<file path="src/rtl/bcond_pkg.sv">
package bcond_pkg;
  localparam int unsigned COND_W = 3;
  localparam int unsigned N_COND = 1 << COND_W;
  localparam int unsigned HALF   = N_COND / 2;

  typedef enum logic [COND_W-1:0] {
    BC_ALWAYS = 3'b000,
    BC_NEG    = 3'b001,
    BC_ZERO   = 3'b010,
    BC_NPOS   = 3'b011,
    BC_NCARRY = 3'b100,
    BC_NNEG   = 3'b101,
    BC_NZERO  = 3'b110,
    BC_POS    = 3'b111
  } cond_e;

  typedef struct packed {
    logic n;
    logic z;
    logic c;
  } flags_t;
endpackage

</file>
<file path="src/rtl/bcond_flag_reg.sv">
module bcond_flag_reg
  import bcond_pkg::*;
(
  input  logic   clk,
  input  logic   rst_n,
  input  logic   we_i,
  input  flags_t flags_i,
  output flags_t flags_o
);
  flags_t flags_d;
  flags_t flags_q;

  always_comb begin
    flags_d = flags_q;
    if (we_i) flags_d = flags_i;
  end

  always_ff @(posedge clk or negedge rst_n) begin
    if (!rst_n) flags_q <= '0;
    else        flags_q <= flags_d;
  end

  assign flags_o = flags_q;


  flag_load_chk: assert property (@(posedge clk) disable iff (!rst_n)
    we_i |=> (flags_q == $past(flags_i)));


  flag_hold_chk: assert property (@(posedge clk) disable iff (!rst_n)
    !we_i |=> $stable(flags_q));
endmodule

</file>
<file path="src/rtl/bcond_select.sv">
module bcond_select
  import bcond_pkg::*;
(
  input  flags_t            flags_i,
  input  logic [COND_W-1:0] cond_i,
  output logic              hit_o
);
  logic [HALF-1:0]   base;
  logic [N_COND-1:0] cand;

  // lower half: true, negative, zero, not positive
  always_comb begin
    base    = '0;
    base[0] = 1'b1;
    base[1] = flags_i.n;
    base[2] = flags_i.z;
    base[3] = flags_i.n | flags_i.z;
  end

  // upper half mirrors the lower half inverted, except slot HALF (carry clear)
  for (genvar i = 0; i < HALF; i++) begin : g_pair
    assign cand[i] = base[i];
    if (i == 0) begin : g_carry
      assign cand[i+HALF] = ~flags_i.c;
    end else begin : g_inv
      assign cand[i+HALF] = ~base[i];
    end
  end

  assign hit_o = cand[cond_i];
endmodule

</file>
<file path="src/rtl/branch_decide.sv">
module branch_decide
  import bcond_pkg::*;
#(
  parameter int unsigned    OP_W      = 5,
  parameter logic [OP_W-1:0] BR_OPCODE = 5'b01111
) (
  input  logic              clk,
  input  logic              rst_n,
  input  logic [OP_W-1:0]   op_i,
  input  logic [COND_W-1:0] cond_i,
  input  logic              alu_n_i,
  input  logic              alu_z_i,
  input  logic              alu_c_i,
  input  logic              flag_we_i,
  output logic              take_o
);
  flags_t alu_flags;
  flags_t held;
  logic   is_jump;
  logic   hit;

  assign alu_flags = '{n: alu_n_i, z: alu_z_i, c: alu_c_i};

  bcond_flag_reg u_flags (
    .clk     (clk),
    .rst_n   (rst_n),
    .we_i    (flag_we_i),
    .flags_i (alu_flags),
    .flags_o (held)
  );

  bcond_select u_sel (
    .flags_i (held),
    .cond_i  (cond_i),
    .hit_o   (hit)
  );

  assign is_jump = (op_i == BR_OPCODE);
  assign take_o  = is_jump & hit;


  non_jump_low_chk: assert property (@(posedge clk) disable iff (!rst_n)
    (op_i != BR_OPCODE) |-> !take_o);


  always_taken_chk: assert property (@(posedge clk) disable iff (!rst_n)
    ((op_i == BR_OPCODE) && (cond_i == BC_ALWAYS)) |-> take_o);


  carry_clear_chk: assert property (@(posedge clk) disable iff (!rst_n)
    ((op_i == BR_OPCODE) && (cond_i == BC_NCARRY)) |-> (take_o == !held.c));


  positive_chk: assert property (@(posedge clk) disable iff (!rst_n)
    ((op_i == BR_OPCODE) && (cond_i == BC_POS)) |-> (take_o == !(held.n | held.z)));
endmodule

</file>
<file path="config.mk">
export PLATFORM = sky130hd
export DESIGN_NAME = branch_decide
export DESIGN_NICKNAME = d
export VERILOG_FILES = /design/src/rtl/bcond_pkg.sv /design/src/rtl/bcond_flag_reg.sv /design/src/rtl/bcond_select.sv /design/src/rtl/branch_decide.sv
export SDC_FILE = /design/constraint.sdc
export NUM_CORES = 1
export LEC_CHECK = 0
export BUFFER_PORTS_ARGS = -buffer_cell sky130_fd_sc_hd__buf_2
export CAP_MARGIN = 10
export CORE_AREA = 2 2 39 41
export CTS_CLUSTER_DIAMETER = 120
export DETAILED_ROUTE_END_ITERATION = 8
export DIE_AREA = 0 0 41 43
export PLACE_DENSITY_LB_ADDON = 0.05
export SLEW_MARGIN = 0
export SYNTH_ARGS = -nofsm -noshare
export SYNTH_HDL_FRONTEND = slang
export SYNTH_SLANG_ARGS = --single-unit
</file>
<file path="constraint.sdc">
create_clock -name clk -period 1.2 [get_ports clk]
set_input_delay 0.12 -clock clk [delete_from_list [all_inputs] [get_ports clk]]
set_output_delay 0.12 -clock clk [all_outputs]
set_load 0.1 [all_outputs]
</file>
==> results of run 1 <==
-- layer usage --
layer,global-route usage [%],wire length [µm],vias to the layer above
li1,-,-,88
met2,7.187,198,11
met3,3.141,49,2
met5,0,0,-
met4,10.00,19,0
met1,4.808,171,75
-- layout by cell type, fill, tap and decap left out --
master / n
nor2_1: 1
nor3_1: 1
buf_12: 1
a22o_1: 1
dfrtp_1: 3
a21o_1: 1
nand2_1: 1
mux2_2: 1
dlygate4sd3_1: 1
mux2_1: 2
buf_2: 13
clkbuf_1: 1
clkbuf_4: 3
a2111oi_4: 1
nand3b_1: 1
-- power by group through the flow --
stage / Clock [µW] / Combinational [µW] / Sequential (µW)
6_report: 179 / 63.6 / 117
5_1_grt: 194 / 69.4 / 118
4_1_cts: 187 / 64.6 / 117
3_5_place_dp: 0 / 61.7 / 118
3_3_place_gp: 0 / 61.3 / 119
2_1_floorplan: 0 / 31.7 / 117
-- worst max-delay path, stage by stage (launching register included) --
cell and delay [ns]:
dfrtp_1 0.37, a22o_1 0.23, a21o_1 0.18, a2111oi_4 0.34
buf_12 0.22
-- area by class of cell --
cell class | instances | share of cell area, %
Timing Repair Buffer | 15 | 30.28
Tap cell | 16 | 6.375
Sequential cell | 3 | 23.90
Clock buffer | 4 | 8.367
Multi-Input combinational cell | 10 | 31.08
-- path summary, 6_finish.rpt --
| check | slack [ns] | end | cells past startpoint | from |
|---|---|---|---|---|
| worst min-delay path | 0.11 | u_flags.flags_o[2]$_DFFE_PN0P_ | 2 | alu_n_i |
| worst max register to register | 0.43 | u_flags.flags_o[1]$_DFFE_PN0P_ | 1 | u_flags.flags_o[1]$_DFFE_PN0P_ |
| worst max-delay path | -0.49 | take_o | 4 | u_flags.flags_o[2]$_DFFE_PN0P_ |
| worst min register to register | 0.49 | u_flags.flags_o[2]$_DFFE_PN0P_ | 1 | u_flags.flags_o[2]$_DFFE_PN0P_ |
| max in group asynchronous | 0.87 | u_flags.flags_o[1]$_DFFE_PN0P_ | 2 | rst_n |
| min in group asynchronous | 0.22 | u_flags.flags_o[0]$_DFFE_PN0P_ | 2 | rst_n |
-- cell families after synthesis --
| kind of cell | after synthesis | synth area share, % |
|---|---|---|
| AOI/OAI and AO/OA | 3 | 19.53 |
| DFF | 3 | 46.87 |
| muxes | 3 | 21.09 |
| and+or+nand+nor | 4 | 12.49 |
-- through the flow --
| stage | instance area (µm²) | instances |
|---|---|---|
| global placement | 277.8 | 43 |
| floorplan | 172.7 | 13 |
| global route | 314.1 | 48 |
| detailed placement | 277.8 | 43 |
| CTS | 314.1 | 48 |
| finish | 314.1 | 48 |
-- timing repair --
| action | 4_1_cts | 5_1_grt |
|---|---|---|
| hold buffers | 1 | 0 |
| cloned | 0 | 0 |
| endpoints found under the setup margin | 1 | 1 |
| endpoints found under the hold margin | 3 | 0 |
==> reports/results.ini, run 1 <==
[status]
status=complete, but fails checks
violations=negative setup slack

[timing]
max_slew_margin_pct=78.21
slew_violations=0
skew_ns=0
layout_min_cycle_time_ns=1.695
timing.final.ws_setup_ns=-0.4949
fmax_ghz=0.5900
period_share_pct=141.2
tns_ns=-0.4949
rsz0062_at_grt=yes
finalHoldViolations=0
hold_ws_ns=0.1094
worstMarginPinSlew_ns=0.3244
finalSetupViolations=1

[power]
vdd_drop_max_v=0.0002683
p_int_uw=272.3
p_leak_uw=0.0001442
p_comb_share_pct=17.7
switchingPower_uw=87.14
finalPower_uw=359.5
p_per_area_nw_per_um2=1145
p_clk_share_pct=49.8
swShare_pct=24.24
seqPwrFrac_pct=32.5

[placement]
portBuffers=14
dp_hpwl_um=359.7
place_congestion=0.5539
dp_slack_ns=-0.2466

[logic_synthesis]
synth_top_area_share_pct=46.88
synth_area_leaders=dfrtp_1, mux2_1, a2111oi_2, mux2_2, a22o_1
ys.flop_type=dfrtp_1
synth_warnings=0
synth_seq_cells=3
synth_common_cells=dfrtp_1, mux2_1
synth_nets=27
synthesis.instances=13
syn_area_um2=160.2
yosysMostFrequentCell=dfrtp_1
yosysTopAreaCell=dfrtp_1
seq_area_frac_synth_pct=46.88
synth.avg_cell_area_um2=12.32
synth_edf_count=0
synth_async_sr_flop_share_pct=100.0
synthDistinctLibCells=10

[critical_path]
end_kind=output pin
critPathArrivalTime_ns=1.57
cp_max_fo=2
crit_type=register to output pin
start_kind=register
required_ns=1.08

[floorplan]
pin_count=15
dieArea_um2=1763
initial_core_util_pct=11.57
core_area_um2=1384
core.rowCount=14
die_h_um=43
die_x_um=41

[cts]
clk_pin_slew_ns=0.04
htreeDepth=1
cts-root-buf=clkbuf_4
clk_latency_ns=0.23
cts_made_buffers=3
cts_tree=done
cts_resized=0
clock_sinks=3
postCtsSetupBuffers=0
clockBufferDepth=2

[global_route]
grtUsageTotal_pct=5.918
grt_max_degree=4
grt_pass1_vias=167
antenna_found_initial=0
grt-ovfl-total=0
grt_pass1_wl_um=586

[job]
drv_cap=0

[route]
routedWlPerCell_um=9.146
drt-initial-drc-count=1
vias_per_cell=3.667
ant_nets=0
finalWirelength_um=439
drcViolationCount=0
num_vias=176
first_pass_iters=2

[cells_and_area]
multi_input_area_um2=97.59
regArea_um2=75.07
nets=47
antenna_cells=0
area_growth_pct=96.09
n_fill_cell=149
largest_reg_flops=3
fin_util_pct=22.69
drive_above_1_share_pct=59.38

[min_path]
hp-class=input pin to register

No activity file was read; power rests on OpenSTA's default activity.
==> run 2, diff against run 1 <==
- SYNTH_HIERARCHICAL: not set -> 1
==> run 2 against run 1 <==
  * The run still ends with negative setup slack left
  * Sequential cell count unchanged
  * Clock skew unchanged
  * First-iteration DRC count increased to 3.0 times the previous value
  * Utilization increased by 1.1 points
  * Maximum frequency increased by 6.8%
  * Non-clock buffer count unchanged
  * Clock power decreased by 2%
  * Die area unchanged
  * Worst hold slack improved by 0.0096 ns
  * Area after synthesis increased by 12%
  * Largest power group unchanged
  * Highest routed layer is now met3
==> reports/results.ini, run 2 <==
[route]
finalWirelength_um=468  ; +6.6%
vias_per_cell=3.923  ; +7.0%
first_pass_iters=2  ; unchanged
routedWlPerCell_um=9.000  ; -1.6%
drcViolationCount=0  ; unchanged
ant_nets=0  ; unchanged
num_vias=204  ; +16%
drt-initial-drc-count=3  ; +2

[power]
finalPower_uw=358.8  ; -0.18%
p_per_area_nw_per_um2=1090  ; -4.7%
vdd_drop_max_v=0.0003737  ; +39%
p_leak_uw=0.0001430  ; -0.82%

[timing]
worstMarginPinSlew_ns=0.1922  ; -0.1322 ns
timing.final.ws_setup_ns=-0.3872  ; +0.1077 ns
hold_ws_ns=0.1190  ; +0.009604 ns
fmax_ghz=0.6300  ; +6.8%
rsz0062_at_grt=yes
layout_min_cycle_time_ns=1.587  ; -0.1077 ns
skew_ns=0  ; unchanged
finalHoldViolations=0  ; unchanged
max_slew_margin_pct=87.16  ; +8.9 points
period_share_pct=132.3  ; -9.0 points
finalSetupViolations=1  ; unchanged
slew_violations=0  ; unchanged

[logic_synthesis]
synth.avg_cell_area_um2=10.60  ; -14%
synth_async_sr_flop_share_pct=100.0  ; unchanged
synth_nets=31  ; +15%
syn_area_um2=180.2  ; +12%
synth_top_area_share_pct=41.67  ; -5.2 points
yosysTopAreaCell=dfrtp_1
synth_edf_count=0  ; unchanged
synth_common_cells=dfrtp_1, mux2_2, nor2_1
ys.flop_type=dfrtp_1
synthesis.instances=17  ; +4
seq_area_frac_synth_pct=41.67  ; -5.2 points
synth_area_leaders=dfrtp_1, mux2_2, nor4b_2, nand4b_1, a211oi_1
synth_warnings=6  ; +6
synthDistinctLibCells=12  ; +2
synth_seq_cells=3  ; unchanged

[placement]
dp_cells=47  ; +9.3%
place_area_um2=292.8  ; +5.4%
place_congestion=0.6144  ; +11%
portBuffers=14  ; unchanged

[critical_path]
cp_max_fo=4  ; +2
end_kind=output pin
crit_type=register to output pin
cp_top_family=simple AND/OR/NAND/NOR gates
r2r-start=u_flags/flags_o[1]$_DFFE_PN0P_
start_kind=register
reg2reg_to=u_flags/flags_o[1]$_DFFE_PN0P_
slowest_stage=dfrtp_1
cp_num_buf_inv=1  ; unchanged
slowest_delay_ns=0.41  ; +0.04 ns
rrSetupSlack_ns=0.41  ; -0.02 ns
required_ns=1.08  ; about the same
path_cells=nor4b_2 > a31oi_1 > and3_1 > nand4b_1 > nor2_4 > buf_12
r2r_cells=1  ; unchanged
critPathArrivalTime_ns=1.47  ; -0.10 ns

[cells_and_area]
largest_reg_flops=3  ; unchanged
fin_area_um2=329.1  ; +4.8%
fin_util_pct=23.78  ; +1.1 points
multi_input_area_um2=112.6  ; +15%
regArea_um2=75.07  ; unchanged
n_fill_cell=154  ; +3.4%
drive_above_1_share_pct=61.11  ; +1.7 points
area_growth_pct=82.64
layoutNonFillerInstCount=52  ; +8.3%
antenna_cells=0  ; unchanged
most-common-layout-cells=buf_2, clkbuf_4, mux2_2, dfrtp_1
final_common_cell=buf_2
nets=51  ; +8.5%

[floorplan]
initial_core_util_pct=13.02  ; +1.4 points
pin_count=15  ; unchanged
core_area_um2=1384  ; unchanged
core.rowCount=14  ; unchanged
die_h_um=43  ; unchanged
die_x_um=41  ; unchanged
dieArea_um2=1763  ; unchanged

[global_route]
antenna_found_initial=0  ; unchanged
grt-ovfl-total=0  ; unchanged
grt_max_degree=6  ; +2
grt_pass1_wl_um=876  ; +49%
grtUsageTotal_pct=7.847  ; +1.9 points
grt_pass1_vias=220  ; +32%

[cts]
clk_pin_slew_ns=0.04  ; about the same
clockBufferDepth=2  ; unchanged
clk_latency_ns=0.23  ; about the same
cts_tree=done
clock_sinks=3  ; unchanged
cts_made_buffers=3  ; unchanged
htreeDepth=1  ; unchanged
postCtsSetupBuffers=0  ; unchanged
cts-root-buf=clkbuf_4

[status]
status=complete, but fails checks
violations=negative setup slack

[min_path]
hp-class=input pin to register
whs_path_depth=2  ; unchanged
whs_endpoint=u_flags/flags_o[0]$_DFFE_PN0P_
worstHoldStart=alu_c_i

[job]
drv_cap=0  ; unchanged

==> run 2: layer usage <==
layer | vias up | GRT usage (%) | routed length (µm)
met5 | - | 0 | 0
met4 | 0 | 10.00 | 0
met3 | 0 | 1.571 | 28
met2 | 6 | 11.56 | 271
met1 | 95 | 7.443 | 168
li1 | 103 | - | -
==> run 2: layout make-up <==
class,count,share of cell area [%]
multi-input combinational,14,34.22
sequential,3,22.81
clock buffer,4,7.985
timing repair buffer,15,28.90
tap,16,6.084
==> run 2: cell families (layout without fill, tap and decap cells) <==
group                  after synthesis  after routing  synth area share (%)
flip-flops                           3              3                 41.67
AO/OA/AOI/OAI                        3              3                 10.42
AND/OR/NAND/NOR                      8              8                 29.17
multiplexers                         3              3                 18.75
buffers and inverters                0             19                     0
==> run 2: through the flow <==
| stage | setup TNS, ns | worst slack (ns) |
|---|---|---|
| 2_1_floorplan | -0.2966 | -0.2966 |
| 3_3_place_gp | -0.1721 | -0.1721 |
| 3_5_place_dp | -0.1920 | -0.1920 |
| 4_1_cts | -0.4171 | -0.4171 |
| 5_1_grt | -0.4899 | -0.4899 |
| 6_report | -0.3872 | -0.3872 |
==> run 2: worst max-delay path by stage <==
stage,start,endpoint,slack [ns],depth (start not counted)
6_report,u_flags/flags_o[1]$_DFFE_PN0P_,take_o,-0.39,6
5_1_grt,u_flags/flags_o[2]$_DFFE_PN0P_,take_o,-0.49,6
4_1_cts,u_flags/flags_o[2]$_DFFE_PN0P_,take_o,-0.42,6
3_5_place_dp,u_flags/flags_o[2]$_DFFE_PN0P_,take_o,-0.19,6
3_3_place_gp,u_flags/flags_o[2]$_DFFE_PN0P_,take_o,-0.17,6
2_1_floorplan,u_flags/flags_o[2]$_DFFE_PN0P_,take_o,-0.30,5
==> run 2: what timing repair did <==
item                                    in CTS  in global routing
resized for setup                            1                  0
endpoints found under the setup margin       1                  1
hold buffers                                 1                  0
hold endpoints to repair                     3                  0
==> run 2: power by group <==
group	internal (µW)	switching, µW	leakage (µW)
clock network	125	50.9	0.0000150
registers	112	7.78	0.0000351
logic	37.9	25.8	0.0000929
total	274	84.5	0.000143
